==> config.mk <==
export PLATFORM = sky130hd
export DESIGN_NAME = mode_switch_ctrl
export DESIGN_NICKNAME = d
export VERILOG_FILES = /design/src/rtl/msw_pkg.sv /design/src/rtl/msw_req_qual.sv /design/src/rtl/msw_fsm.sv /design/src/rtl/mode_switch_ctrl.sv
export SDC_FILE = /design/constraint.sdc
export NUM_CORES = 1
export LEC_CHECK = 0
export ABC_AREA = 1
export ABC_CLOCK_PERIOD_IN_PS = 2500
export BUFFER_PORTS_ARGS = -buffer_cell sky130_fd_sc_hd__buf_2
export CAP_MARGIN = 20
export CELL_PAD_IN_SITES_DETAIL_PLACEMENT = 1
export CELL_PAD_IN_SITES_GLOBAL_PLACEMENT = 1
export CORE_ASPECT_RATIO = 2
export CORE_MARGIN = 3
export CORE_UTILIZATION = 45
export CTS_BUF_LIST = sky130_fd_sc_hd__clkbuf_16
export DETAILED_ROUTE_END_ITERATION = 6
export HOLD_SLACK_MARGIN = 0.06
export PLACE_DENSITY = 0.81
export RECOVER_POWER = 25
export SETUP_SLACK_MARGIN = 0.5
export SLEW_MARGIN = 15
export SYNTH_ARGS = -nofsm -noshare
export SYNTH_HDL_FRONTEND = slang
export SYNTH_HIERARCHICAL = 1
export SYNTH_SLANG_ARGS = --single-unit
==> constraint.sdc <==
create_clock -name clk -period 2.5 [get_ports clk]
set_input_delay 0.375 -clock clk [delete_from_list [all_inputs] [get_ports clk]]
set_output_delay 0.375 -clock clk [all_outputs]
set_load 0.03 [all_outputs]
==> src/rtl/msw_pkg.sv <==
package msw_pkg;
    typedef enum logic [2:0] {
        ST_IDLE_SAFE      = 3'd0,
        ST_WAIT_BOTH      = 3'd1,
        ST_ALIGN          = 3'd2,
        ST_PERF           = 3'd3,
        ST_HALT1_IRQ2     = 3'd4,
        ST_WAIT2          = 3'd5,
        ST_RESUME_STAGGER = 3'd6
    } msw_state_e;

    localparam int unsigned NCORE = 2;
    localparam int unsigned CORE_A = 0;
    localparam int unsigned CORE_B = 1;
endpackage

==> src/rtl/msw_req_qual.sv <==
module msw_req_qual
    import msw_pkg::*;
(
    input  logic [NCORE-1:0] req,
    input  logic [NCORE-1:0] tgt,
    output logic [NCORE-1:0] want_perf,
    output logic [NCORE-1:0] want_safe
);
    // split each request pulse by the mode it asks for
    for (genvar g = 0; g < NCORE; g++) begin : g_core
        assign want_perf[g] = req[g] &  tgt[g];
        assign want_safe[g] = req[g] & ~tgt[g];
    end
endmodule

==> src/rtl/msw_fsm.sv <==
module msw_fsm
    import msw_pkg::*;
#(
    parameter int unsigned TIMEOUT_CYC = 1000,
    parameter int unsigned ALIGN_CYC   = 2,
    parameter int unsigned OFFSET_CYC  = 2
) (
    input  logic             clk,
    input  logic             rst_n,
    input  logic [NCORE-1:0] want_perf,
    input  logic [NCORE-1:0] want_safe,
    output logic             halt_a,
    output logic             halt_b,
    output logic             irq_a,
    output logic             irq_b,
    output logic             clk_align,
    output logic             perf_mode,
    output logic             switch_err
);
    localparam int unsigned MAX_A  = (ALIGN_CYC > OFFSET_CYC) ? ALIGN_CYC : OFFSET_CYC;
    localparam int unsigned MAX_W  = (TIMEOUT_CYC > MAX_A) ? TIMEOUT_CYC : MAX_A;
    localparam int unsigned CW     = $clog2(MAX_W + 1);
    localparam logic [CW-1:0] TO_LAST  = CW'(TIMEOUT_CYC - 1);
    localparam logic [CW-1:0] AL_LAST  = CW'(ALIGN_CYC - 1);
    localparam logic [CW-1:0] OF_LAST  = CW'(OFFSET_CYC - 1);

    typedef struct packed {
        msw_state_e    st;
        logic          first_b;
        logic          mode_perf;
        logic          halt_a;
        logic          halt_b;
        logic          irq_a;
        logic          irq_b;
        logic          align;
        logic          err;
        logic [CW-1:0] cnt;
    } ctrl_s;

    localparam ctrl_s RESET_VAL = '{st: ST_IDLE_SAFE, first_b: 1'b0, mode_perf: 1'b0,
                                    halt_a: 1'b0, halt_b: 1'b0, irq_a: 1'b0, irq_b: 1'b0,
                                    align: 1'b0, err: 1'b0, cnt: '0};

    ctrl_s ctrl_d, ctrl_q;
    logic  partner_perf, partner_safe;

    always_comb begin
        partner_perf = ctrl_q.first_b ? want_perf[CORE_A] : want_perf[CORE_B];
        partner_safe = ctrl_q.first_b ? want_safe[CORE_A] : want_safe[CORE_B];
        ctrl_d       = ctrl_q;
        ctrl_d.err   = 1'b0;
        ctrl_d.irq_a = 1'b0;
        ctrl_d.irq_b = 1'b0;
        unique case (ctrl_q.st)
            ST_IDLE_SAFE: begin
                if (want_perf[CORE_A] && want_perf[CORE_B]) begin
                    ctrl_d.st     = ST_ALIGN;
                    ctrl_d.halt_a = 1'b1;
                    ctrl_d.halt_b = 1'b1;
                    ctrl_d.align  = 1'b1;
                    ctrl_d.cnt    = '0;
                end else if (want_perf[CORE_A] || want_perf[CORE_B]) begin
                    ctrl_d.st      = ST_WAIT_BOTH;
                    ctrl_d.first_b = want_perf[CORE_B];
                    ctrl_d.halt_a  = want_perf[CORE_A];
                    ctrl_d.halt_b  = want_perf[CORE_B];
                    ctrl_d.cnt     = '0;
                end
            end
            ST_WAIT_BOTH: begin
                if (partner_perf) begin
                    ctrl_d.st     = ST_ALIGN;
                    ctrl_d.halt_a = 1'b1;
                    ctrl_d.halt_b = 1'b1;
                    ctrl_d.align  = 1'b1;
                    ctrl_d.cnt    = '0;
                end else if (ctrl_q.cnt == TO_LAST) begin
                    ctrl_d.st     = ST_IDLE_SAFE;
                    ctrl_d.halt_a = 1'b0;
                    ctrl_d.halt_b = 1'b0;
                    ctrl_d.err    = 1'b1;
                end else begin
                    ctrl_d.cnt = ctrl_q.cnt + 1'b1;
                end
            end
            ST_ALIGN: begin
                if (ctrl_q.cnt == AL_LAST) begin
                    ctrl_d.st        = ST_PERF;
                    ctrl_d.mode_perf = 1'b1;
                    ctrl_d.halt_a    = 1'b0;
                    ctrl_d.halt_b    = 1'b0;
                    ctrl_d.align     = 1'b0;
                end else begin
                    ctrl_d.cnt = ctrl_q.cnt + 1'b1;
                end
            end
            ST_PERF: begin
                if (want_safe[CORE_A] && want_safe[CORE_B]) begin
                    ctrl_d.st        = ST_RESUME_STAGGER;
                    ctrl_d.mode_perf = 1'b0;
                    ctrl_d.first_b   = 1'b0;
                    ctrl_d.halt_a    = 1'b0;
                    ctrl_d.halt_b    = 1'b1;
                    ctrl_d.align     = 1'b1;
                    ctrl_d.cnt       = '0;
                end else if (want_safe[CORE_A] || want_safe[CORE_B]) begin
                    ctrl_d.st      = ST_HALT1_IRQ2;
                    ctrl_d.first_b = want_safe[CORE_B];
                    ctrl_d.halt_a  = want_safe[CORE_A];
                    ctrl_d.halt_b  = want_safe[CORE_B];
                    ctrl_d.irq_b   = want_safe[CORE_A];
                    ctrl_d.irq_a   = want_safe[CORE_B];
                    ctrl_d.cnt     = '0;
                end
            end
            ST_HALT1_IRQ2, ST_WAIT2: begin
                if (partner_safe) begin
                    ctrl_d.st        = ST_RESUME_STAGGER;
                    ctrl_d.mode_perf = 1'b0;
                    ctrl_d.halt_a    = ctrl_q.first_b;
                    ctrl_d.halt_b    = ~ctrl_q.first_b;
                    ctrl_d.align     = 1'b1;
                    ctrl_d.cnt       = '0;
                end else if (ctrl_q.cnt == TO_LAST) begin
                    ctrl_d.st     = ST_PERF;
                    ctrl_d.halt_a = 1'b0;
                    ctrl_d.halt_b = 1'b0;
                    ctrl_d.err    = 1'b1;
                end else begin
                    ctrl_d.st  = ST_WAIT2;
                    ctrl_d.cnt = ctrl_q.cnt + 1'b1;
                end
            end
            ST_RESUME_STAGGER: begin
                if (ctrl_q.cnt == OF_LAST) begin
                    ctrl_d.st     = ST_IDLE_SAFE;
                    ctrl_d.halt_a = 1'b0;
                    ctrl_d.halt_b = 1'b0;
                    ctrl_d.align  = 1'b0;
                end else begin
                    ctrl_d.cnt = ctrl_q.cnt + 1'b1;
                end
            end
            default: ctrl_d = RESET_VAL;
        endcase
    end

    always_ff @(posedge clk or negedge rst_n) begin
        if (!rst_n) ctrl_q <= RESET_VAL;
        else        ctrl_q <= ctrl_d;
    end

    assign halt_a     = ctrl_q.halt_a;
    assign halt_b     = ctrl_q.halt_b;
    assign irq_a      = ctrl_q.irq_a;
    assign irq_b      = ctrl_q.irq_b;
    assign clk_align  = ctrl_q.align;
    assign perf_mode  = ctrl_q.mode_perf;
    assign switch_err = ctrl_q.err;

    assert_perf_unhalted_R2: assert property (@(posedge clk) disable iff (!rst_n)
        (ctrl_q.st == ST_PERF) |-> (!ctrl_q.halt_a && !ctrl_q.halt_b));

    assert_irq_single_R3: assert property (@(posedge clk) disable iff (!rst_n)
        (ctrl_q.irq_a || ctrl_q.irq_b) |=> !(ctrl_q.irq_a || ctrl_q.irq_b));

    assert_stagger_one_held_R4: assert property (@(posedge clk) disable iff (!rst_n)
        (ctrl_q.st == ST_RESUME_STAGGER) |-> ((ctrl_q.halt_a != ctrl_q.halt_b) && ctrl_q.align));

    assert_mode_flip_points_R5: assert property (@(posedge clk) disable iff (!rst_n)
        (ctrl_q.mode_perf != $past(ctrl_q.mode_perf)) |->
        ((ctrl_q.mode_perf && $past(ctrl_q.st) == ST_ALIGN) ||
         (!ctrl_q.mode_perf && ctrl_q.st == ST_RESUME_STAGGER)));

    assert_err_from_wait_R7: assert property (@(posedge clk) disable iff (!rst_n)
        ctrl_q.err |-> ($past(ctrl_q.st) == ST_WAIT_BOTH || $past(ctrl_q.st) == ST_WAIT2 ||
                        $past(ctrl_q.st) == ST_HALT1_IRQ2));
endmodule

==> src/rtl/mode_switch_ctrl.sv <==
module mode_switch_ctrl
    import msw_pkg::*;
#(
    parameter int unsigned TIMEOUT_CYC = 1000,
    parameter int unsigned ALIGN_CYC   = 2,
    parameter int unsigned OFFSET_CYC  = 2
) (
    input  logic clk,
    input  logic rst_n,
    input  logic req_a,
    input  logic tgt_a,
    input  logic req_b,
    input  logic tgt_b,
    input  logic id_sel,
    output logic halt_a,
    output logic halt_b,
    output logic irq_a,
    output logic irq_b,
    output logic clk_align,
    output logic perf_mode,
    output logic id_bit,
    output logic switch_err
);
    logic [NCORE-1:0] want_perf, want_safe;

    msw_req_qual u_qual (
        .req       ({req_b, req_a}),
        .tgt       ({tgt_b, tgt_a}),
        .want_perf (want_perf),
        .want_safe (want_safe)
    );

    msw_fsm #(
        .TIMEOUT_CYC (TIMEOUT_CYC),
        .ALIGN_CYC   (ALIGN_CYC),
        .OFFSET_CYC  (OFFSET_CYC)
    ) u_fsm (
        .clk        (clk),
        .rst_n      (rst_n),
        .want_perf  (want_perf),
        .want_safe  (want_safe),
        .halt_a     (halt_a),
        .halt_b     (halt_b),
        .irq_a      (irq_a),
        .irq_b      (irq_b),
        .clk_align  (clk_align),
        .perf_mode  (perf_mode),
        .switch_err (switch_err)
    );

    // identity differs only once the cores run separately
    assign id_bit = id_sel & perf_mode;

    assert_id_safe_zero_R6: assert property (@(posedge clk) disable iff (!rst_n)
        !perf_mode |-> !id_bit);
endmodule

==> results of run 1 <==
==> layout by cell type (no fill, tap or decap), drive strengths merged <==
cell,synthesis,routed
a21boi,1,1
a21o,1,1
a21oi,10,10
buf,3,13
clkbuf,0,4
clkinv,0,1
dfrtp,21,21
ha,2,2
inv,35,35
nand2,78,78
nand3,19,19
nand3b,1,1
nand4,6,6
nor2,29,29
nor3,2,2
o211ai,3,3
o21a,1,1
o21ai,10,10
o21bai,2,2
o22ai,1,1
or2,1,1
xor2,3,3
==> power groups by stage <==
stage                     sequential [mW]  clock, mW  combinational (mW)
after floorplan                     0.559          0               0.661
after global placement              0.507          0               0.940
after detailed placement            0.514          0               0.971
after CTS                           0.508      0.353               0.976
after global routing                0.520      0.369                1.09
final                               0.509      0.342               0.974
==> metal layers <==
layer  track usage, %  share of wire (%)  vias up
met4             10.3                2.6        0
met5                0                  0        -
li1                 -                  -      755
met3             2.04                1.4       13
met2             49.6                 61       21
met1             24.0                 35      780
==> cell families after synthesis <==
logic type,synth area share (%)
AND/OR/NAND/NOR,40.0
buffers and inverters,10.0
AO/OA/AOI/OAI,12.1
flip-flops,34.5
XOR/XNOR,1.72
adder cells (fa/ha/maj),1.64
==> cell usage after synthesis (all sizes together) <==
library cell,instances
o22ai,1
a21oi,10
a21o,1
dfrtp,21
nor3,2
o21ai,10
inv,35
xor2,3
ha,2
nand3b,1
nand3,19
nand2,78
buf,3
or2,1
o21a,1
o21bai,2
nand4,6
a21boi,1
o211ai,3
nor2,29
==> final timing paths <==
kind                                                  start                          end  slack [ns]  cells past startpoint
max in group asynchronous                             rst_n     u_fsm/halt_a$_DFFE_PN0P_        1.38                      1
worst max-delay path            u_fsm/ctrl_q[0]$_DFFE_PN0P_  u_fsm/ctrl_q[1]$_DFFE_PN0P_        0.76                      9
worst max register to register  u_fsm/ctrl_q[0]$_DFFE_PN0P_  u_fsm/ctrl_q[1]$_DFFE_PN0P_        0.76                      9
worst min register to register  u_fsm/clk_align$_DFFE_PN0P_  u_fsm/clk_align$_DFFE_PN0P_        0.51                      2
min in group clk                                      tgt_a        u_fsm/irq_a$_DFF_PN0_        0.43                      3
worst min-delay path                                  rst_n  u_fsm/ctrl_q[5]$_DFFE_PN0P_        0.37                      1
==> sequential cells by signal, summed over array words and instances, names as in the netlist <==
signal and flops:
u_fsm/ctrl_q 14, u_fsm/clk_align 1, u_fsm/halt_a 1, u_fsm/halt_b 1, u_fsm/irq_a 1, u_fsm/irq_b 1, u_fsm/perf_mode 1, u_fsm/switch_err 1
==> cell type report <==
| cell class | count | area, um2 | share of cell area [%] |
|---|---|---|---|
| multi-input combinational | 170 | 847 | 50.1 |
| sequential | 21 | 526 | 31.1 |
| inverter | 35 | 131 | 7.77 |
| clock buffer | 3 | 75.1 | 4.44 |
| timing repair buffer | 14 | 68.8 | 4.07 |
| tap | 31 | 38.8 | 2.29 |
| clock inverter | 1 | 5.00 | 0.296 |
==> worst max-delay path, cell delays in order, from the launching register on <==
cell and delay, ns:
dfrtp_1 0.44, ha_1 0.23, nand2_1 0.12, nor2_1 0.06
nand3_1 0.25, inv_1 0.12, nand2_1 0.14, inv_1 0.07
o21ai_1 0.12, nand2_1 0.07
==> impl_results.md, run 1 <==
* Psw at 0.903 mW
* Gr usage total at 25.1%
* Max cap viols at 0
* Final Wtd Congestion at 0.879
* Nets at 254
* I/O Buffers at 14
* PwrDens at 1080 nW/um2
* Seq/Total Area, Yosys at 34.5%
* Top post-synthesis cells by area: dfrtp_1, nand2_1, inv_1
* First-pass GRT wire length at 7630 um
* WL per Instance at 16.4 um
* Final Hold Vio Count at 0
* Final Slew Violations at 0
* Clock skew at 0.00417 ns
* WS Path Type: flip-flop to flip-flop
* CTS tree: done
* Io pins at 15
* First-pass iteration count of the detailed router at 4
* Number of DRC markers in iteration 0 at 34
* Placed inst area at 1610 um2
* Area leader, netlist: dfrtp_1
* Fin cells at 275
* Ant. Diodes at 0
* Area Growth Syn to Fin at 10.9%
* Final Util at 52.4%
* Crit end category: flip-flop
* Place WS at 0.646 ns
* CTS Buffer Depth at 2
* Least-Margin Pin Slew at 1.26 ns
* # clock sinks at 21
* Yosys top cell area share at 34.5%
* CP Launch Type: flip-flop
* Number of post-CTS setup repair buffers at 0
* Row cnt at 29
* Gates resized, CTS repair at 0
* Clock Pin Slew Worst Setup and Hold Paths at 0.06 ns
* Post-route DRC at 0
* Core area at 3230 um2
* Mapped Cells at 229
* Flop pwr share at 27.9%
* Critical path required time at 2.64 ns
* Routed WL at 4520 um
* DRT antenna net count at 0
* CTS buffer count at 3
* Via count at 1569
* Largest net degree at the start of global routing at 22
* Sum Neg Setup Slack at 0 ns
* Clk_lat worst skew at 0.25 ns
* Final setup viols at 0
* Unrepaired setup endpoints after global routing: no
* Static Leak at 0.947 nW
* Vias in the first global route at 1691
* #FFs+latches synth at 21
* Internal at 0.922 mW
* Max-slew headroom at 16.3%
* Combinational power share at 53.4%
* Warnings from Yosys at 6
* Max Freq at 576 MHz
* Synthesized area per cell at 6.66 um2
* Via density per instance at 5.71
* Horiz. Die Dim at 47.2 um
* Initial Utilization at 47.2%
* Arrival time worst endpoint at 1.88 ns
* Final min period at 1.74 ns
* H-tree Lvls at 1
* Worst vdd ir at 0.646 mV
* CTS root buf: clkbuf_16
* Status: finished clean
* Global route total overflow at 0
* Share of layout cells above drive strength 1 at 15.6%
* Unique masters post-synth at 29
* Final WS setup at 0.764 ns
* Filler cell count at 466
* Die height at 88.3 um
* Mapped Area at 1530 um2
* Final Cycle Share at 69.4%
* Hold Crit Class: input port to async pin
* Initial antenna violation count at 0
* Placed instance count at 271
* Overall Power at 1.83 mW
* Net Sw Frac at 49.5%
* Hold_ws at 0.372 ns
* Hpwl dp at 3660 um
* Post-route cell area at 1690 um2
* Die ar. at 4170 um2
* Crit path max fanout at 8
* Clock network power share at 18.8%
* Hold-fix buffers, CTS at 0
* Net Count, Synth at 238
Power figures use the tool's default switching activity.
==> inputs of run 2 (changes only) <==
--- a/config.mk
+++ b/config.mk
@@ -6,18 +6,18 @@
 export NUM_CORES = 1
 export LEC_CHECK = 0
 export ABC_AREA = 1
-export ABC_CLOCK_PERIOD_IN_PS = 2500
+export ABC_CLOCK_PERIOD_IN_PS = 1600
 export BUFFER_PORTS_ARGS = -buffer_cell sky130_fd_sc_hd__buf_2
 export CAP_MARGIN = 20
 export CELL_PAD_IN_SITES_DETAIL_PLACEMENT = 1
 export CELL_PAD_IN_SITES_GLOBAL_PLACEMENT = 1
 export CORE_ASPECT_RATIO = 2
 export CORE_MARGIN = 3
-export CORE_UTILIZATION = 45
+export CORE_UTILIZATION = 41
 export CTS_BUF_LIST = sky130_fd_sc_hd__clkbuf_16
 export DETAILED_ROUTE_END_ITERATION = 6
 export HOLD_SLACK_MARGIN = 0.06
-export PLACE_DENSITY = 0.81
+export PLACE_DENSITY = 0.75
 export RECOVER_POWER = 25
 export SETUP_SLACK_MARGIN = 0.5
 export SLEW_MARGIN = 15
==> constraint.sdc (replaced) <==
create_clock -name clk -period 1.6 [get_ports clk]
set_input_delay 0.24 -clock clk [delete_from_list [all_inputs] [get_ports clk]]
set_output_delay 0.24 -clock clk [all_outputs]
set_load 0.03 [all_outputs]
==> run 2 against run 1 <==
The run now ends with setup timing left. Highest routed layer unchanged. Final area is 43% higher. Global-route usage grew 2.3 points. Routed wire length is 69% higher. Register-to-register slack worse by 0.79 ns. First-iteration DRC count rose to 2.7 times the previous value. Combinational power increased to 2.8 times the previous value. Clock skew fell by 0.0013 ns. Die area is 8.8% higher. Via count is 25% higher.
==> impl_results.md, run 2 (synthesized netlist as in run 1, its figures left out) <==
* Final WS setup at -0.0212 ns (-0.786 ns)
* Max-slew headroom at 62.4% (+46 points)
* Status: complete, but fails checks
* WL per Instance at 23.0 um (+40%)
* CTS tree: done
* Max FFs per register at 14 (unchanged)
* I/O Buffers at 14 (unchanged)
* Post-route DRC at 0 (unchanged)
* Via density per instance at 5.91 (+3.5%)
* Initial antenna violation count at 0 (unchanged)
* Static Leak at 1.25 nW (+32%)
* Crit end category: flip-flop
* Sum Neg Setup Slack at -0.0338 ns (-0.0338 ns)
* Commonest non-fill, non-tap cells in the layout: nand2_1, buf_4, inv_1
* CTS buffer count at 3 (unchanged)
* Share of layout cells above drive strength 1 at 51.1% (+35 points)
* Core area at 3490 um2 (+8.1%)
* Commonest non-fill, non-tap cell in the layout: nand2_1
* Area Growth Syn to Fin at 58.3%
* Crit path max fanout at 4 (-4)
* Io pins at 15 (unchanged)
* Largest Register: u_fsm/ctrl_q
* First-pass GRT wire length at 9380 um (+23%)
* Max cap viols at 0 (unchanged)
* Worst vdd ir at 1.07 mV (+66%)
* Final Cycle Share at 101% (+32 points)
* Via count at 1961 (+25%)
* Arrival time worst endpoint at 1.74 ns (-0.14 ns)
* Initial Utilization at 43.7% (-3.5 points)
* Final Util at 69.2% (+17 points)
* CTS root buf: clkbuf_16
* Die height at 92.3 um (+4.4%)
* Vias in the first global route at 1953 (+15%)
* Die ar. at 4530 um2 (+8.8%)
* H-tree Lvls at 1 (unchanged)
* Final setup viols at 2 (+2)
* Max Freq at 617 MHz (+7.1%)
* Failing checks: setup timing
* Nets at 294 (+16%)
* Gr usage total at 27.4% (+2.3 points)
* Unrepaired setup endpoints after global routing: yes
* Final Hold Vio Count at 0 (unchanged)
* First-pass iteration count of the detailed router at 4 (unchanged)
* Clock skew at 0.00290 ns (-0.00127 ns)
* Horiz. Die Dim at 49.1 um (+4.2%)
* Hold Crit Class: input port to flip-flop
* Ant. Diodes at 0 (unchanged)
* Final min period at 1.62 ns (-0.114 ns)
* Filler cell count at 420 (-9.9%)
* Clock Pin Slew Worst Setup and Hold Paths at 0.06 ns (about the same)
* # clock sinks at 21 (unchanged)
* Global route total overflow at 0 (unchanged)
* Least-Margin Pin Slew at 0.563 ns (-0.692 ns)
* Hpwl dp at 4030 um (+10%)
* Clk_lat worst skew at 0.25 ns (about the same)
* Number of DRC markers in iteration 0 at 93 (+170%)
* CTS Buffer Depth at 2 (unchanged)
* Largest net degree at the start of global routing at 22 (unchanged)
* Final Slew Violations at 0 (unchanged)
* CP Launch Type: flip-flop
* DRT antenna net count at 0 (unchanged)
* Row cnt at 30 (+3.4%)
* Final Wtd Congestion at 0.923 (+5.0%)
* WS Path Type: flip-flop to flip-flop
* PwrDens at 1680 nW/um2 (+56%)
* Routed WL at 7630 um (+69%)
* Critical path required time at 1.72 ns (-0.92 ns)
## run 2: cell types whose count changed in the layout (fill, tap and decap cells not counted), sizes merged
| cell | change |
|---|---|
| nand2 | +1 |
| dlygate4sd3 | +1 |
| buf | +38 |
| inv | +1 |
| clkinv | -1 |
## run 2: routing by layer
layer  vias to the layer above  track usage, %  share of wire (%)
met5                         -               0                  0
met4                         0            15.4                8.7
met3                        59            2.44                3.6
met2                        99            57.6                 56
met1                       966            22.9                 32
li1                        837               -                  -
## run 2: area by class of cell
class	count	area, um2	share of cell area [%]
clock buffers	3	75.1	3.11
clock inverters	1	3.75	0.155
inverters	35	141	5.85
multi-input cells	171	1200	49.6
flip-flops and latches	21	533	22.1
well taps	48	60.1	2.49
repair buffers	53	403	16.7
## run 2: final timing paths
check | start | end | slack [ns] | cells after the start
worst max-delay path | u_fsm/ctrl_q[20]$_DFFE_PN0P_ | u_fsm/perf_mode$_DFFE_PN0P_ | -0.02 | 9
worst min-delay path | tgt_a | u_fsm/irq_a$_DFF_PN0_ | 0.29 | 3
worst max register to register | u_fsm/ctrl_q[20]$_DFFE_PN0P_ | u_fsm/perf_mode$_DFFE_PN0P_ | -0.02 | 9
worst min register to register | u_fsm/clk_align$_DFFE_PN0P_ | u_fsm/clk_align$_DFFE_PN0P_ | 0.54 | 2
max in group asynchronous | rst_n | u_fsm/ctrl_q[4]$_DFFE_PN0P_ | 0.67 | 2
min in group asynchronous | rst_n | u_fsm/halt_b$_DFFE_PN0P_ | 0.52 | 2
## run 2: critical path, cell delays in order (launching register included)
cell and delay (ns):
dfrtp_2 0.45, buf_4 0.16, nand2_4 0.11, nor2_4 0.06
nand2_4 0.10, inv_2 0.05, a21oi_2 0.18, nand3_2 0.14
nand2_1 0.12, o21ai_1 0.11
## run 2: stage by stage
stage / hold slack (ns) / instances / cell area, um2 / setup WS, ns / power [mW]
detailed placement: 0.226 / 297 / 1750 / -0.0166 / 2.50
CTS: 0.296 / 320 / 2170 / 0.103 / 3.47
global placement: 0.220 / 297 / 1750 / -0.0106 / 2.41
global route: 0.304 / 332 / 2410 / -0.0617 / 4.28
finish: 0.295 / 332 / 2410 / -0.0212 / 4.06
floorplan: -0.0556 / 229 / 1580 / 0.202 / 2.00
## run 2: power breakdown
| group | switching [mW] | total, mW | internal (mW) |
|---|---|---|---|
| Clock | 0.196 | 0.529 | 0.333 |
| Sequential | 0.153 | 0.819 | 0.666 |
| Combinational | 1.72 | 2.71 | 0.985 |
## run 2: timing repair
action / 4_1_cts / 5_1_grt
endpoints found under the hold margin: 21 / 0
gates resized for setup: 54 / 47
hold buffers: 1 / 0
setup buffers: 17 / 12
endpoints found under the setup margin: 22 / 24
gates cloned: 1 / 0
pin swaps: 14 / 30
==> inputs of run 3 (changes only) <==
--- a/config.mk
+++ b/config.mk
@@ -6,7 +6,7 @@
 export NUM_CORES = 1
 export LEC_CHECK = 0
 export ABC_AREA = 1
-export ABC_CLOCK_PERIOD_IN_PS = 1600
+export ABC_CLOCK_PERIOD_IN_PS = 1690
 export BUFFER_PORTS_ARGS = -buffer_cell sky130_fd_sc_hd__buf_2
 export CAP_MARGIN = 20
 export CELL_PAD_IN_SITES_DETAIL_PLACEMENT = 1
==> constraint.sdc (replaced) <==
create_clock -name clk -period 1.69 [get_ports clk]
set_input_delay 0.2535 -clock clk [delete_from_list [all_inputs] [get_ports clk]]
set_output_delay 0.2535 -clock clk [all_outputs]
set_load 0.03 [all_outputs]
==> run 3 against run 2 <==
The flow now finishes without violations. Critical path type unchanged. Combinational power fell by 9.2%. First-iteration DRC count fell by 18%. Clock power down 4.2%. Routed wire length fell by 8.4%. Largest cell class unchanged. Fmax decreased by 2.9%.
==> impl_results.md, run 3 (synthesized netlist as in run 1, its figures left out) <==
* CTS root buf: clkbuf_16
* Critical path required time at 1.82 ns (+0.10 ns)
* DRT antenna net count at 0 (unchanged)
* Via count at 1832 (-6.6%)
* Largest net degree at the start of global routing at 22 (unchanged)
* Initial Utilization at 43.7% (unchanged)
* Global route total overflow at 0 (unchanged)
* Critical-path top delay cell: dfrtp_2
* H-tree Lvls at 1 (unchanged)
* Max cap viols at 0 (unchanged)
* Die ar. at 4530 um2 (unchanged)
* Clk_lat worst skew at 0.26 ns (about the same)
* Least-Margin Pin Slew at 0.562 ns (-0.000932 ns)
* CTS tree: done
* Max FFs per register at 14 (unchanged)
* Hold_ws at 0.324 ns (+0.0290 ns)
* Gr usage total at 27.6% (+0.20 points)
* Share of layout cells above drive strength 1 at 46.4% (-4.7 points)
* Status: finished clean
* PwrDens at 1620 nW/um2 (-3.3%)
* Clock Pin Slew Worst Setup and Hold Paths at 0.06 ns (about the same)
* Commonest non-fill, non-tap cell in the layout: nand2_1
* Core area at 3490 um2 (unchanged)
* Crit path max fanout at 8 (+4)
* I/O Buffers at 14 (unchanged)
* Static Leak at 1.18 nW (-5.3%)
* Unrepaired setup endpoints after global routing: yes
* First-pass iteration count of the detailed router at 4 (unchanged)
* Nets at 284 (-3.4%)
* Final Wtd Congestion at 0.864 (-6.3%)
* Crit end category: flip-flop
* Initial antenna violation count at 0 (unchanged)
* # clock sinks at 21 (unchanged)
* Via density per instance at 5.69 (-3.7%)
* Routed WL at 6980 um (-8.4%)
* Critical path's most frequent cell: nand2_1
* Final WS setup at 0.0200 ns (+0.0413 ns)
* Arrival time worst endpoint at 1.80 ns (+0.06 ns)
* CP Launch Type: flip-flop
* Io pins at 15 (unchanged)
* Final Hold Vio Count at 0 (unchanged)
* Final Slew Violations at 0 (unchanged)
* CTS Buffer Depth at 2 (unchanged)
* Max Freq at 599 MHz (-2.9%)
* WL per Instance at 21.7 um (-5.6%)
* Overall Power at 3.75 mW (-7.7%)
* Final min period at 1.67 ns (+0.0487 ns)
* Vias in the first global route at 2005 (+2.7%)
* Post-route DRC at 0 (unchanged)
* Crit-path cells: ha_4 > nand2_4 > nor2_4 > nand3_4 > nand2_1 > nand2_1 > a21oi_1 > nand3_1
* Worst vdd ir at 1.00 mV (-6.9%)
* Max-slew headroom at 62.5% (about the same)
* Largest Register: u_fsm/ctrl_q
* Place WS at -0.0335 ns (-0.0169 ns)
* Area Growth Syn to Fin at 51.2%
* Row cnt at 30 (unchanged)
* Number of DRC markers in iteration 0 at 76 (-18%)
* Ant. Diodes at 0 (unchanged)
* Worst path buffer plus inverter count at 0 (-2)
* Hold Crit Class: input port to flip-flop
* Final setup viols at 0 (-2)
* Commonest non-fill, non-tap cells in the layout: nand2_1, inv_1, buf_4, nor2_1
* Max incr delay on CP at 0.47 ns (+0.02 ns)
* CTS buffer count at 3 (unchanged)
* Die height at 92.3 um (unchanged)
* Clock skew at 0.00525 ns (+0.00235 ns)
* First-pass GRT wire length at 9370 um (-0.15%)
* Final Cycle Share at 98.8% (-2.5 points)
* WS Path Type: flip-flop to flip-flop
* Crit path max-delay family: simple AND/OR/NAND/NOR gates
* Hpwl dp at 4010 um (-0.42%)
* Horiz. Die Dim at 49.1 um (unchanged)
-- run 3: changes by cell type in the layout (fill, tap and decap cells not counted), sizes merged --
cell / before / now
buf: 51 / 41
clkinv: 0 / 1
inv: 36 / 35
-- run 3: metal layers --
| layer | vias up | wire (um) | global-route usage, % | part of all wire, % |
|---|---|---|---|---|
| li1 | 819 | - | - | - |
| met1 | 917 | 2230 | 22.4 | 32 |
| met2 | 58 | 4020 | 54.8 | 58 |
| met3 | 38 | 231 | 3.25 | 3.3 |
| met4 | 0 | 503 | 22.8 | 7.2 |
| met5 | - | 0 | 0 | 0 |
-- run 3: tightest hold or removal path, delay by kind of cell --
kind	cells	cell delay (ns)
buffers and inverters	1	0.11
and+or+nand+nor	2	0.17
-- run 3: through the flow --
step | cells | TNS [ns] | util [%] | area (um2)
2_1_floorplan | 229 | 0 | - | 1580
3_3_place_gp | 290 | -0.00987 | 48.7 | 1700
3_5_place_dp | 290 | -0.0600 | 48.7 | 1700
4_1_cts | 316 | 0 | 59.3 | 2070
5_1_grt | 322 | -0.0966 | 66.1 | 2310
6_report | 322 | 0 | 66.1 | 2310
-- run 3: worst paths after layout --
| path | end | depth (start not counted) | startpoint | slack, ns |
|---|---|---|---|---|
| worst max-delay path | u_fsm/halt_b$_DFFE_PN0P_ | 8 | u_fsm/ctrl_q[0]$_DFFE_PN0P_ | 0.02 |
| worst min-delay path | u_fsm/irq_a$_DFF_PN0_ | 3 | tgt_a | 0.32 |
| worst max register to register | u_fsm/halt_b$_DFFE_PN0P_ | 8 | u_fsm/ctrl_q[0]$_DFFE_PN0P_ | 0.02 |
| worst min register to register | u_fsm/clk_align$_DFFE_PN0P_ | 2 | u_fsm/clk_align$_DFFE_PN0P_ | 0.51 |
| max in group asynchronous | u_fsm/ctrl_q[19]$_DFFE_PN0P_ | 2 | rst_n | 0.75 |
| min in group asynchronous | u_fsm/switch_err$_DFF_PN0_ | 2 | rst_n | 0.53 |
-- run 3: report_power, final --
| part | total [mW] | leakage, nW | switching (mW) | internal [mW] |
|---|---|---|---|---|
| Clock | 0.507 | 0.0409 | 0.189 | 0.318 |
| Combinational | 2.46 | 0.877 | 1.54 | 0.920 |
| Sequential | 0.777 | 0.265 | 0.145 | 0.632 |
-- run 3: timing repair --
item / in CTS / in global routing
gates resized for setup: 34 / 51
pin swaps: 10 / 19
cloned: 1 / 0
setup endpoints to repair: 21 / 21
hold endpoints to repair: 21 / 0
hold buffers: 1 / 0
buffers inserted: 20 / 6
-- run 3: layout make-up --
| class | instances | area, um2 |
|---|---|---|
| Inverter | 35 | 144 |
| Clock inverter | 1 | 5.00 |
| Sequential cell | 21 | 537 |
| Clock buffer | 3 | 75.1 |
| Timing Repair Buffer | 43 | 312 |
| Fill cell | 416 | 1180 |
| Tap cell | 48 | 60.1 |
| Multi-Input combinational cell | 171 | 1170 |
